$ cat config.mk
export PLATFORM = sky130hd
export DESIGN_NAME = fft_addr_seq
export DESIGN_NICKNAME = d
export VERILOG_FILES = /design/src/rtl/fft_seq_pkg.sv /design/src/rtl/fft_seq_bitrev.sv /design/src/rtl/fft_seq_ctrl.sv /design/src/rtl/fft_seq_addr_gen.sv /design/src/rtl/fft_addr_seq.sv
export SDC_FILE = /design/constraint.sdc
export NUM_CORES = 1
export LEC_CHECK = 0
export ABC_CLOCK_PERIOD_IN_PS = 1600
export BUFFER_PORTS_ARGS = -buffer_cell sky130_fd_sc_hd__buf_2
export CORE_MARGIN = 2
export CORE_UTILIZATION = 40
export DETAILED_ROUTE_END_ITERATION = 10
export GPL_TIMING_DRIVEN = 0
export PLACE_DENSITY_LB_ADDON = 0.1
export SYNTH_ARGS = -nofsm -noshare
export SYNTH_HDL_FRONTEND = slang
export SYNTH_SLANG_ARGS = --single-unit
$ cat constraint.sdc
create_clock -name clk_i -period 1.6 [get_ports clk_i]
set_clock_uncertainty 0.1 [all_clocks]
set_input_delay 0.32 -clock clk_i [delete_from_list [all_inputs] [get_ports clk_i]]
set_output_delay 0.32 -clock clk_i [all_outputs]
set_load 0.02 [all_outputs]
$ cat src/rtl/fft_seq_pkg.sv
package fft_seq_pkg;
  typedef enum logic {
    BEAT_FETCH = 1'b0,
    BEAT_STORE = 1'b1
  } beat_e;
endpackage

$ cat src/rtl/fft_seq_bitrev.sv
module fft_seq_bitrev #(
  parameter int W = 4
) (
  input  logic [W-1:0] d_i,
  output logic [W-1:0] q_o
);
  for (genvar i = 0; i < W; i++) begin : g_rev
    assign q_o[i] = d_i[W-1-i];
  end
endmodule

$ cat src/rtl/fft_seq_ctrl.sv
module fft_seq_ctrl
  import fft_seq_pkg::*;
#(
  parameter int LOG_N = 4,
  localparam int BW = LOG_N - 1,
  localparam int SW = (LOG_N > 1) ? $clog2(LOG_N) : 1
) (
  input  logic          clk_i,
  input  logic          rst_ni,
  input  logic          start_i,
  input  logic          ready_i,
  output logic          busy_o,
  output logic [SW-1:0] stage_o,
  output logic [BW-1:0] bfly_o,
  output beat_e         kind_o,
  output logic          last_stage_o,
  output logic          done_o
);
  logic          busy_q, done_q;
  logic [SW-1:0] stage_q;
  logic [BW-1:0] bfly_q;
  beat_e         kind_q;
  logic          accept, last_bfly, last_stage, last_beat;

  assign accept     = busy_q & ready_i;
  assign last_bfly  = &bfly_q;
  assign last_stage = (stage_q == SW'(LOG_N - 1));
  assign last_beat  = accept & (kind_q == BEAT_STORE) & last_bfly & last_stage;

  always_ff @(posedge clk_i or negedge rst_ni) begin
    if (!rst_ni) begin
      busy_q  <= 1'b0;
      done_q  <= 1'b0;
      stage_q <= '0;
      bfly_q  <= '0;
      kind_q  <= BEAT_FETCH;
    end else begin
      done_q <= last_beat;
      if (!busy_q) begin
        if (start_i) begin
          busy_q  <= 1'b1;
          stage_q <= '0;
          bfly_q  <= '0;
          kind_q  <= BEAT_FETCH;
        end
      end else if (accept) begin
        if (kind_q == BEAT_FETCH) begin
          kind_q <= BEAT_STORE;
        end else begin
          kind_q <= BEAT_FETCH;
          if (last_bfly) begin
            bfly_q <= '0;
            if (last_stage) busy_q <= 1'b0;
            else            stage_q <= stage_q + SW'(1);
          end else begin
            bfly_q <= bfly_q + BW'(1);
          end
        end
      end
    end
  end

  assign busy_o       = busy_q;
  assign stage_o      = stage_q;
  assign bfly_o       = bfly_q;
  assign kind_o       = kind_q;
  assign last_stage_o = last_stage;
  assign done_o       = done_q;
endmodule

$ cat src/rtl/fft_seq_addr_gen.sv
module fft_seq_addr_gen
  import fft_seq_pkg::*;
#(
  parameter int LOG_N = 4,
  localparam int AW = LOG_N,
  localparam int BW = LOG_N - 1,
  localparam int SW = (LOG_N > 1) ? $clog2(LOG_N) : 1
) (
  input  logic [SW-1:0] stage_i,
  input  logic [BW-1:0] bfly_i,
  input  beat_e         kind_i,
  input  logic          last_stage_i,
  output logic [AW-1:0] addr_a_o,
  output logic [AW-1:0] addr_b_o
);
  logic [AW-1:0] span, lo_mask, hi_mask, k_a, k_b, rev_a, rev_b;

  // one-hot span, halving per stage
  assign span    = AW'(1) << (LOG_N - 1 - int'(stage_i));
  assign lo_mask = span - AW'(1);
  assign hi_mask = ~((span << 1) - AW'(1));
  // butterfly index with a zero inserted at the span bit
  assign k_a     = ({bfly_i, 1'b0} & hi_mask) | ({1'b0, bfly_i} & lo_mask);
  assign k_b     = k_a | span;

  fft_seq_bitrev #(.W(AW)) u_rev_a (.d_i(k_a), .q_o(rev_a));
  fft_seq_bitrev #(.W(AW)) u_rev_b (.d_i(k_b), .q_o(rev_b));

  always_comb begin
    if (kind_i == BEAT_STORE && last_stage_i) begin
      addr_a_o = rev_a;
      addr_b_o = rev_b;
    end else begin
      addr_a_o = k_a;
      addr_b_o = k_b;
    end
  end
endmodule

$ cat src/rtl/fft_addr_seq.sv
module fft_addr_seq
  import fft_seq_pkg::*;
#(
  parameter int N_PTS = 16,
  localparam int LOG_N = $clog2(N_PTS),
  localparam int AW = LOG_N,
  localparam int BW = LOG_N - 1,
  localparam int SW = (LOG_N > 1) ? $clog2(LOG_N) : 1
) (
  input  logic          clk_i,
  input  logic          rst_ni,
  input  logic          start_i,
  input  logic          ready_i,
  output logic          valid_o,
  output logic          store_o,
  output logic [AW-1:0] addr_a_o,
  output logic [AW-1:0] addr_b_o,
  output logic [SW-1:0] stage_o,
  output logic [BW-1:0] bfly_o,
  output logic          done_o
);
  logic          busy, last_stage;
  logic [SW-1:0] stage;
  logic [BW-1:0] bfly;
  beat_e         kind;

  fft_seq_ctrl #(.LOG_N(LOG_N)) u_ctrl (
    .clk_i       (clk_i),
    .rst_ni      (rst_ni),
    .start_i     (start_i),
    .ready_i     (ready_i),
    .busy_o      (busy),
    .stage_o     (stage),
    .bfly_o      (bfly),
    .kind_o      (kind),
    .last_stage_o(last_stage),
    .done_o      (done_o)
  );

  fft_seq_addr_gen #(.LOG_N(LOG_N)) u_addr (
    .stage_i     (stage),
    .bfly_i      (bfly),
    .kind_i      (kind),
    .last_stage_i(last_stage),
    .addr_a_o    (addr_a_o),
    .addr_b_o    (addr_b_o)
  );

  assign valid_o = busy;
  assign store_o = (kind == BEAT_STORE);
  assign stage_o = stage;
  assign bfly_o  = bfly;
endmodule

======== Word-level counts from Yosys, hierarchy flattened ========
Cells that the tools add are included.
storage, ports and cells
  flip-flop bits (word level) ............. 8
  output and inout port bits .............. 16
  logic and storage cells ................. 54
cells by class
  $add $sub $neg .......................... 5
  eq/ne operators ......................... 5
  shift-type cells ........................ 1
  muxes and demuxes ....................... 23
  bitwise gates (word level) .............. 9
  reductions and logical operators ........ 6
operator list
  operator                                                             number
  1-bit by 32-bit left shift with 4-bit output (first input constant)  1
  3-bit 2-to-1 mux                                                     5
  2-bit 2-to-1 mux                                                     6
  1-bit 2-to-1 mux                                                     10
  4-bit 2-to-1 mux                                                     2
  2-bit != test (second input constant)                                4
  4-bit OR                                                             2
  4-bit by 1-bit subtractor with 4-bit output (second input constant)  2
  3-bit AND reduction                                                  2
  5-bit AND reduction                                                  1
  1-bit bitwise AND                                                    4
  3-bit by 4-bit bitwise AND with 4-bit output                         1
  4-bit bitwise AND                                                    1
  4-bit inverter                                                       1
  3-bit by 1-bit adder with 3-bit output (second input constant)       1
  2-bit by 2-bit subtractor with 3-bit output (first input constant)   1
  2-bit by 1-bit adder with 2-bit output (second input constant)       1
  2-bit == test (second input constant)                                1
  2-bit AND reduction                                                  1
  2-bit nonzero test                                                   1
  1-bit logical AND                                                    1

======== Depth between registers and ports, before layout ========
Gate-level depths: netlist of run 1.
  word-level depth ........................ 8
  mapped depth ............................ 5

======== Hierarchy ========
From an unflattened synthesis of run 1, not the netlist that was laid out.
second synthesis, totals
  cells, all modules ...................... 75
  area, all modules ....................... 678.2 µm²
modules (own cells, without submodules)
  module            times used  cells an instance  area an instance (µm²)  sequential area each (µm²)
  fft_seq_ctrl      1           36                 386.6                   200.2
  fft_seq_addr_gen  1           31                 231.5                   0.0
  fft_seq_bitrev    2           4                  30.0                    0.0

======== Worst setup path before layout of run 1 ========
No wires, ideal clock.
  path kind ............................... flip-flop to output port
  start ................................... register u_ctrl.stage_q[0] (netlist: u_ctrl.stage_o[0])
  end ..................................... output port addr_a_o[1]
  arrival ................................. 1676 ps
  setup slack ............................. -496 ps
  stages on the path, launching flop included .. 6
  buffers on the path ..................... 0
  path through ............................ dfrtp_1 inv_1 ha_1 inv_1 nand2_1 a311oi_1
on the way
  longest elaborated chain between the ends .. 7
  elaborated cells on any way between the ends .. 11
  classes of those cells .................. add/sub (3); eq/ne (1); shift (1); mux (1); bitwise (4); reduce/logical (1)
RTL lines
  what                                          line                    text
  start: declaration                            fft_seq_ctrl.sv:20      logic [SW-1:0] stage_q;
  start signal: assignment                      fft_seq_ctrl.sv:54      else stage_q <= stage_q + SW'(1);
  2-bit by 2-bit subtractor with 3-bit output   fft_seq_addr_gen.sv:19  assign span = AW'(1) << (LOG_N - 1 - int'(stage_i));
  1-bit by 32-bit left shift with 4-bit output  fft_seq_addr_gen.sv:19
  4-bit by 1-bit subtractor with 4-bit output   fft_seq_addr_gen.sv:21  assign hi_mask = ~((span << 1) - AW'(1));
  4-bit inverter                                fft_seq_addr_gen.sv:21
  4-bit bitwise AND                             fft_seq_addr_gen.sv:23  assign k_a = ({bfly_i, 1'b0} & hi_mask) | ({1'b0, bfly_i} & lo_mask);
  4-bit OR                                      fft_seq_addr_gen.sv:23
  4-bit 2-to-1 mux (*)                          fft_seq_addr_gen.sv:30  if (kind_i == BEAT_STORE && last_stage_i) begin
  end: declaration                              fft_addr_seq.sv:16      output logic [AW-1:0] addr_a_o,
Mark *: on every way between the ends. The rest lies on a longest branch, timed or not.

======== Final worst setup path of run 1 ========
  start ................................... register u_ctrl.stage_q[1] (netlist: u_ctrl.stage_o[1])
  end ..................................... output port addr_a_o[2]
The elaborated chain is that of the path after synthesis.

==> metrics, run 1 <==
Worst Setup Start Kind=flip-flop; CTS sink count=8; # IOs=20; Die Ht=44.4 microns; clock buffer depth=2; Tmin final=2.07 ns; critical path class=flip-flop to primary output; total CTS buffers=3; vias in the first global route=roughly 610; Antenna Violating Nets Remaining=0; slack of the critical path=-0.470 ns; initial antenna violation count=0; global-route wire length before repair=2730 microns; number of max-cap violations=0; final non-filler cell area=1070 sq um; post-synthesis cell count=between 70 and 80; FF-to-FF Start=u_ctrl.bfly_o[0]$_DFFE_PN0P_; outcome=finished, violations left; drt first-iter violations=13; syn_nets=84; FILL cells=118; Crit path buffers/inverters=2; Final setup violation count=8; Row Count=14; Die Area=1970 sq um; Worst Tran Pin Value=0.238 ns; ys flop type=dfrtp_1; Worst-path clk slew=0.06 ns; total power draw=0.00217 W; routed wire length per instance=approximately 14 microns; post-synth cell types=34; post-synthesis area per instance=8.83 sq um; Area Overhead vs Synth=63.2%; Register-to-Register Path Depth=5; area of the core=1520 sq um; CP max FO=10; Tot GR Track Use=0.193; First-pass DRT Iterations=4; TritonCTS clock tree=done; Arr. time, crit path=1.65 ns; Post-Layout Cell Count=123; Max-Slew Margin vs Limit=0.839; register area=205 sq um; RSZ-0062 raised after global routing=yes; Crit. path cell count=5; share of layout cells above drive strength 1=0.598; initial core utilization=0.429; Min-Delay Path Class=primary input to flip-flop; critical path's top delay family=flip-flops; failing checks=setup timing; vias per std cell=5.63; H-Tree Depth=1; max frequency=approximately 480 MHz; Fin. Hold Viols=0; clock latency on the worst-skew pair=0.26 ns; total wire length=1700 microns; Yosys reg bits=8; vias post-DR=692; VDD IR max=approximately 0.00094 V; Synth Cell Area=around 650 sq um; grt total ovfl=0; synth warn=0; Synth async-reset ratio=1.00; pwr dens=between 2000 and 2500 nW/um^2; CP required=1.18 ns; Hold Path End=u_ctrl.bfly_o[0]$_DFFE_PN0P_; Crit Reg-Reg Endpoint=u_ctrl.bfly_o[0]$_DFFE_PN0P_; placed cell area=858 sq um; DRC Markers=0; slowest stage delay, CP=0.47 ns; largest net degree at the start of global routing=11; nets=118; gpl congestion=0.754; placed insts=between 100 and 150; Antenna Cells=0; Final period util=1.29; fin. max-slew vios=0; CP max stage cell=dfrtp_2; IO Port Bufs=19; worst-path cell chain=ha_4 > buf_4 > a41o_2 > a21oi_4 > buf_6; Seq/Total Area, Yosys=0.307; Leak=about 0.48 nW; Detail Placement HPWL=1210 microns; Setup WS pre-CTS=-0.237 ns; R2R Setup Slk=0.04 ns; Worst setup EP type=primary output; number of synthesized flops with an enable pin=0; die width=between 40 and 50 microns; WHS=0.171 ns; CTS Root Cell=clkbuf_4; WHS Path Cells=2; hold wc startpoint=start_i; footprint of the multi-input gates=538 sq um
-- Yosys cell counts (2+ instances only) --
library cell / count / area, sq um
or2b_1: 2 / 15.0
a21oi_1: 6 / 30.0
inv_1: 5 / 18.8
o21ai_0: 5 / 25.0
nor3_1: 2 / 10.0
dfrtp_1: 8 / 200
a21o_1: 2 / 15.0
buf_6: 2 / 22.5
nor2_1: 2 / 7.51
o31ai_1: 2 / 15.0
nand2_1: 8 / 30.0
ha_1: 6 / 75.1
and3_2: 2 / 15.0
o22ai_1: 2 / 12.5
-- logic make-up after synthesis --
logic type,after synthesis,synth area share
AO/OA/AOI/OAI,25,0.259
adder cells (fa/ha/maj),6,0.115
AND/OR/NAND/NOR,24,0.211
XOR/XNOR,2,0.0268
flip-flops,8,0.307
buffers and inverters,9,0.0824
-- metrics by stage --
step                TNS (ns)   util
floorplan             -0.664      -
global placement       -1.24  0.563
detailed placement     -1.34  0.563
CTS                    -3.20  0.635
global route           -3.65  0.700
finish                 -3.14  0.700
-- cell usage in the layout (no fill, tap or decap), drive strengths merged, types with 2 or more instances in the layout --
master / netlist / final
nand2: 9 / 9
nor3: 2 / 2
o22ai: 2 / 2
or2b: 2 / 2
inv: 5 / 5
ha: 6 / 6
clkbuf: 0 / 4
a21o: 2 / 2
buf: 4 / 32
dfrtp: 8 / 8
and3: 3 / 3
a21oi: 6 / 6
o21ai: 5 / 5
nor2: 2 / 2
o31ai: 2 / 2
-- power by group --
group,internal (W),switching [W],leakage (nW),total [W]
clock network,0.0000955,0.0000699,0.0150,0.000165
registers,0.000272,0.000106,0.0929,0.000378
logic,0.000796,0.000829,0.372,0.00163
total,0.00116,0.00100,0.480,0.00217
-- layer usage --
layer | global-route usage | part of all wire | up-vias
met2 | 0.300 | 0.48 | 25
met5 | 0 | 0 | -
met4 | 0.127 | 0.024 | 0
met3 | 0.0408 | 0.038 | 8
met1 | 0.240 | 0.46 | 319
li1 | - | - | 340
-- worst max path at each step --
stage | to | slack [ns] | start
after detailed placement | addr_a_o[1] | -0.24 | u_ctrl.stage_o[0]$_DFFE_PN0P_
after CTS | addr_a_o[1] | -0.47 | u_ctrl.stage_o[0]$_DFFE_PN0P_
after global placement | addr_b_o[1] | -0.23 | u_ctrl.stage_o[0]$_DFFE_PN0P_
final | addr_a_o[2] | -0.47 | u_ctrl.stage_o[1]$_DFFE_PN0P_
after global routing | addr_a_o[2] | -0.53 | u_ctrl.stage_o[0]$_DFFE_PN0P_
after floorplan | addr_a_o[2] | -0.13 | u_ctrl.stage_o[0]$_DFFE_PN0P_
-- layout make-up --
type                    count  share of cell area
well taps                  16              0.0188
flip-flops and latches      8               0.192
plain buffers               4              0.0329
inverters                   5              0.0223
repair buffers             29               0.204
multi-input cells          57               0.505
clock buffers               4              0.0246
-- state kept, by name, summed over array words and instances (netlist names) --
| register | flops |
|---|---|
| u_ctrl.stage_o | 2 |
| u_ctrl.kind_o | 1 |
| u_ctrl.done_o | 1 |
| u_ctrl.bfly_o | 3 |
| u_ctrl.busy_o | 1 |
-- what timing repair did --
item / CTS / global route
buffers inserted: 3 / 6
pin swaps: 4 / 3
resized for setup: 14 / 10
endpoints found under the setup margin: 8 / 10
hold buffers: 1 / 0
hold endpoints to repair: 8 / 0
cloned: 0 / 0
(Power assumes the default switching activity.)
==> inputs of run 2 (changes only) <==
SKIP_LAST_GASP = 1   (was default)
==> run 2 against run 1 <==
Net effect:
- clock power hardly changed
- highest routed layer unchanged
- worst setup slack about the same
- combinational power is essentially flat
- clock-buffer cell count stayed put
- cell count unchanged
- register-to-register slack barely moved
- non-clock buffer count unchanged
- sequential cell count stayed put
- the run still ends with setup timing left
- critical path depth stayed put
- worst hold slack hardly changed
==> metrics, run 2 (synthesized netlist as in run 1, its figures left out) <==
clock buffer depth=2 (unchanged); Min-Delay Path Class=primary input to flip-flop (unchanged); placed cell area=858 sq um (unchanged); area of the core=1520 sq um (unchanged); switching share of power=0.465 (was 0.463); Worst Setup Start Kind=flip-flop (unchanged); final non-filler cell area=1060 sq um (was 1070 sq um); Antenna Cells=0 (unchanged); IO Port Bufs=19 (unchanged); fin. max-slew vios=0 (unchanged); slowest stage delay, CP=0.47 ns (about the same); DRC Markers=0 (unchanged); Worst-path clk slew=0.06 ns (about the same); TritonCTS clock tree=done (unchanged); vias per std cell=5.63 (unchanged); routed wire length per instance=13.9 microns (was 13.8 microns); WHS=0.171 ns (about the same); Largest register FFs=3 (unchanged); worst-path cell chain=ha_4 > buf_4 > a41o_2 > a21oi_4 > buf_6 (unchanged); CP max FO=10 (unchanged); Row Count=14 (unchanged); CTS sink count=8 (unchanged); global-route wire length before repair=2730 microns (unchanged); H-Tree Depth=1 (unchanged); Die Area=1970 sq um (unchanged); CP required=1.18 ns (about the same); initial antenna violation count=0 (unchanged); vias post-DR=692 (unchanged); VDD IR max=0.000944 V (was 0.000945 V); Worst setup EP type=primary output (unchanged); Setup WS pre-CTS=-0.237 ns (unchanged); Arr. time, crit path=1.65 ns (about the same); setup tns final=-3.14 ns (about the same); Detail Placement HPWL=1210 microns (unchanged); vias in the first global route=608 (unchanged); critical path class=flip-flop to primary output (unchanged); Max-Slew Margin vs Limit=0.839 (unchanged); First-pass DRT Iterations=4 (unchanged); Tot GR Track Use=0.193 (unchanged); commonest non-fill, non-tap cells in the layout=14 x buf_2, 11 x buf_4, 6 x buf_6 (was 13 x buf_2, 12 x buf_4, 6 x buf_6); clock latency on the worst-skew pair=0.26 ns (about the same); die width=44.4 microns (unchanged); total wire length=1710 microns (was 1700 microns); Fin. Hold Viols=0 (unchanged); Tmin final=2.07 ns (about the same); RSZ-0062 raised after global routing=yes (unchanged); drt first-iter violations=13 (unchanged); Cell Int Power=0.00115 W (was 0.00116 W); total CTS buffers=3 (unchanged); pwr dens=2030 nW/um^2 (about the same); nets=118 (unchanged); largest net degree at the start of global routing=11 (unchanged); CP max stage cell=dfrtp_2 (unchanged); CTS Root Cell=clkbuf_4 (unchanged); most common cell after layout, fill and taps aside=buf_2 (unchanged); Antenna Violating Nets Remaining=0 (unchanged); Final Util=0.698 (was 0.700); initial core utilization=0.429 (unchanged); slack of the critical path=-0.470 ns (about the same); Worst Tran Pin Value=0.238 ns (unchanged); P_sw=0.00100 W (about the same); Final period util=1.29 (about the same); FILL cells=118 (unchanged); Area Overhead vs Synth=62.8% (was 63.2%); combinational share of power=0.748 (was 0.749); max frequency=483 MHz (about the same); number of max-cap violations=0 (unchanged); Clk network pwr share=0.077 (was 0.076); Leak=0.479 nW (was 0.480 nW); Die Ht=44.4 microns (unchanged); outcome=finished, violations left (unchanged); share of layout cells above drive strength 1=0.598 (unchanged); failing checks=setup timing (unchanged); grt total ovfl=0 (unchanged); Final setup violation count=8 (unchanged); gpl congestion=0.754 (unchanged); # IOs=20 (unchanged); Sequential Power Share=0.175 (was 0.174)
==> run 2: worst paths after layout <==
path                            slack [ns]  cells after the start                           end                     startpoint
worst max-delay path                 -0.47                      5                   addr_a_o[2]  u_ctrl.stage_o[1]$_DFFE_PN0P_
worst min-delay path                  0.17                      2  u_ctrl.bfly_o[0]$_DFFE_PN0P_                        start_i
worst max register to register        0.04                      5  u_ctrl.bfly_o[0]$_DFFE_PN0P_   u_ctrl.bfly_o[0]$_DFFE_PN0P_
worst min register to register        0.50                      1  u_ctrl.bfly_o[1]$_DFFE_PN0P_   u_ctrl.bfly_o[1]$_DFFE_PN0P_
max in group asynchronous             0.88                      2  u_ctrl.bfly_o[1]$_DFFE_PN0P_                         rst_ni
min in group asynchronous             0.33                      2  u_ctrl.bfly_o[2]$_DFFE_PN0P_                         rst_ni
==> run 2: timing repair <==
action / 4_1_cts / 5_1_grt
hold buffers: 1 / 0
endpoints found under the hold margin: 8 / 0
gates resized for setup: 14 / 9
endpoints found under the setup margin: 8 / 10
setup buffers: 3 / 6
pin swaps: 4 / 3
==> run 2: stage by stage <==
stage,power (W),instances
final,0.00216,123
after global routing,0.00230,123
after CTS,0.00194,117
after detailed placement,0.00157,109
after global placement,0.00154,109
after floorplan,0.00126,74
==> run 2: area by class of cell <==
type                    instances  area (sq um)  share of cell area
inverters                       5          23.8              0.0224
repair buffers                 29           215               0.202
plain buffers                   4          35.0              0.0329
clock buffers                   4          26.3              0.0247
flip-flops and latches          8           205               0.193
multi-input cells              57           538               0.506
well taps                      16          20.0              0.0188
==> run 2: worst max-delay path, delay by kind of cell, from the launching register on <==
kind,cells,cell delay [ns]
AOI/OAI and AO/OA,2,0.42
adders and majority gates,1,0.20
buffers and inverters,2,0.31
DFF,1,0.47
==> run 2: metal layers <==
layer | share of wire | track usage | up-vias
li1 | - | - | 340
met1 | 0.46 | 0.240 | 319
met2 | 0.48 | 0.300 | 25
met3 | 0.036 | 0.0408 | 8
met4 | 0.024 | 0.127 | 0
met5 | 0 | 0 | -
==> run 2: power groups by stage <==
stage	logic, W	clock network, W	registers, W
after floorplan	0.000822	0	0.000439
after global placement	0.00116	0	0.000379
after detailed placement	0.00118	0	0.000384
after CTS	0.00138	0.000174	0.000393
after global routing	0.00173	0.000185	0.000391
final	0.00161	0.000165	0.000378
==> inputs of run 3 (changes only) <==
CORE_UTILIZATION = 44   (was 40)
PLACE_DENSITY_LB_ADDON = 0.05   (was 0.1)
==> run 3 against run 2 <==
Net effect:
- the flow still finishes with violations (setup timing)
- cell count is 1.6% lower
- worst setup slack worse by 0.0028 ns
- register-to-register slack worse by 0.10 ns
- power is 3.6% higher
- design area is 3.2% higher
- non-clock buffer count stayed put
- worst hold slack better by 0.0071 ns
- die area is 8.3% lower
- clock power is 6% lower
- critical path type unchanged
- largest cell class unchanged
- highest routed layer unchanged
==> metrics, run 3 (synthesized netlist as in run 1, its figures left out) <==
Tot GR Track Use=0.215 (was 0.193); Largest register FFs=3 (unchanged); Antenna Cells=0 (unchanged); initial core utilization=0.484 (was 0.429); H-Tree Depth=1 (unchanged); vias per std cell=5.88 (was 5.63); Die Ht=42.5 microns (was 44.4 microns); Final Util=0.813 (was 0.698); routed wire length per instance=15.8 microns (was 13.9 microns); global-route wire length before repair=2980 microns (was 2730 microns); Min-Delay Path Class=primary input to flip-flop (unchanged); Final period util=1.30 (was 1.29); Antenna Violating Nets Remaining=0 (unchanged); die width=42.5 microns (was 44.4 microns); slowest stage delay, CP=0.46 ns (was 0.47 ns); CP max FO=6 (was 10); IO Port Bufs=19 (unchanged); Tmin final=2.07 ns (about the same); Fin. Hold Viols=0 (unchanged); clock buffer depth=2 (unchanged); First-pass DRT Iterations=4 (unchanged); critical path class=flip-flop to primary output (unchanged); FILL cells=88 (was 118); drt first-iter violations=16 (was 13); # IOs=20 (unchanged); share of layout cells above drive strength 1=0.642 (was 0.598); number of max-cap violations=0 (unchanged); Worst Setup Start Kind=flip-flop (unchanged); clock latency on the worst-skew pair=0.26 ns (about the same); Worst setup EP type=primary output (unchanged); outcome=finished, violations left (unchanged); TritonCTS clock tree=done (unchanged); pwr dens=2040 nW/um^2 (was 2030 nW/um^2); DRC Markers=0 (unchanged); Detail Placement HPWL=1160 microns (was 1210 microns); vias post-DR=712 (was 692); Max-Slew Margin vs Limit=0.806 (was 0.839); failing checks=setup timing (unchanged); RSZ-0062 raised after global routing=yes (unchanged); Arr. time, crit path=1.65 ns (about the same); nets=118 (unchanged); worst-path cell chain=inv_4 > ha_4 > xor2_1 > nand2_2 > a31oi_4 > buf_4 (was ha_4 > buf_4 > a41o_2 > a21oi_4 > buf_6); Leak=0.480 nW (was 0.479 nW); gpl congestion=0.765 (was 0.754); max frequency=482 MHz (was 483 MHz); placed insts=108 (was 109); fin. max-slew vios=0 (unchanged); Setup WS pre-CTS=-0.235 ns (was -0.237 ns); Worst Tran Pin Value=0.288 ns (was 0.238 ns); VDD IR max=0.00127 V (was 0.000944 V); area of the core=1350 sq um (was 1520 sq um); CP required=1.18 ns (about the same); grt total ovfl=0 (unchanged); Final setup violation count=10 (was 8); Die Area=1810 sq um (was 1970 sq um); CP max stage cell=dfrtp_2 (unchanged); Post-Layout Cell Count=121 (was 123); total wire length=1910 microns (was 1710 microns); slack of the critical path=-0.473 ns (was -0.470 ns); initial antenna violation count=0 (unchanged); commonest non-fill, non-tap cells in the layout=12 x buf_2, 12 x buf_4, 8 x buf_6 (was 14 x buf_2, 11 x buf_4, 6 x buf_6); CTS Root Cell=clkbuf_4 (unchanged); Worst-path clk slew=0.05 ns (was 0.06 ns); total CTS buffers=3 (unchanged); vias in the first global route=667 (was 608); Row Count=13 (was 14); largest net degree at the start of global routing=11 (unchanged); CTS sink count=8 (unchanged); Area Overhead vs Synth=68.0% (was 62.8%)
run 3: changes by cell type in the layout (fill, tap and decap cells not counted), sizes merged:
cell,change
clkbuf,-1
run 3: report_power, final:
part           switching (W)  total (W)  internal (W)
Sequential          0.000109   0.000381      0.000272
Combinational       0.000875    0.00170      0.000824
Clock              0.0000688   0.000155     0.0000858
run 3: routing by layer:
layer / routed length, microns / up-vias / GRT usage
met5: 0 / - / 0
met4: 42 / 0 / 0.0313
met3: 120 / 6 / 0.0819
met2: 1000 / 31 / 0.338
met1: 747 / 337 / 0.285
li1: - / 338 / -
run 3: timing repair:
action                                  4_1_cts  5_1_grt
gates cloned                                  0        0
pin swaps                                     7        9
buffers inserted                              3        6
endpoints found under the hold margin         8        0
hold buffers                                  1        0
endpoints found under the setup margin        8       11
resized for setup                            14       20
run 3: critical path, delay by kind of cell (launching register included):
kind                       cells  cell delay (ns)
AOI/OAI and AO/OA              1             0.14
xor gates and xnor gates       1             0.21
adders and majority gates      1             0.17
buffers and inverters          2             0.27
DFF                            1             0.46
and+or+nand+nor                1             0.14
run 3: area by class of cell:
| cell class | instances | area [sq um] | area share |
|---|---|---|---|
| Buffer | 4 | 38.8 | 0.0353 |
| Sequential cell | 8 | 205 | 0.187 |
| Multi-Input combinational cell | 57 | 579 | 0.528 |
| Timing Repair Buffer | 29 | 211 | 0.193 |
| Tap cell | 15 | 18.8 | 0.0171 |
| Clock buffer | 3 | 22.5 | 0.0205 |
| Inverter | 5 | 21.3 | 0.0194 |
run 3: final timing paths:
path                                            endpoint  depth (start not counted)                          start  slack, ns
setup / recovery                             addr_b_o[2]                          6  u_ctrl.stage_o[0]$_DFFE_PN0P_      -0.47
hold / removal              u_ctrl.bfly_o[0]$_DFFE_PN0P_                          2                        start_i       0.18
setup reg to reg           u_ctrl.stage_o[0]$_DFFE_PN0P_                          6   u_ctrl.bfly_o[1]$_DFFE_PN0P_      -0.06
hold reg to reg             u_ctrl.bfly_o[0]$_DFFE_PN0P_                          2        u_ctrl.busy_o$_DFF_PN0_       0.53
max in group asynchronous   u_ctrl.bfly_o[0]$_DFFE_PN0P_                          2                         rst_ni       0.87
min in group asynchronous  u_ctrl.stage_o[1]$_DFFE_PN0P_                          2                         rst_ni       0.34
run 3: metrics by stage:
| step | hold slack (ns) | TNS [ns] | cell area, sq um | power (W) |
|---|---|---|---|---|
| CTS | 0.170 | -3.25 | 965 | 0.00191 |
| global route | 0.177 | -4.22 | 1100 | 0.00239 |
| detailed placement | 0.0743 | -1.30 | 857 | 0.00155 |
| global placement | 0.0710 | -1.17 | 857 | 0.00154 |
| floorplan | -0.0756 | -0.664 | 743 | 0.00126 |
| finish | 0.178 | -3.32 | 1100 | 0.00223 |
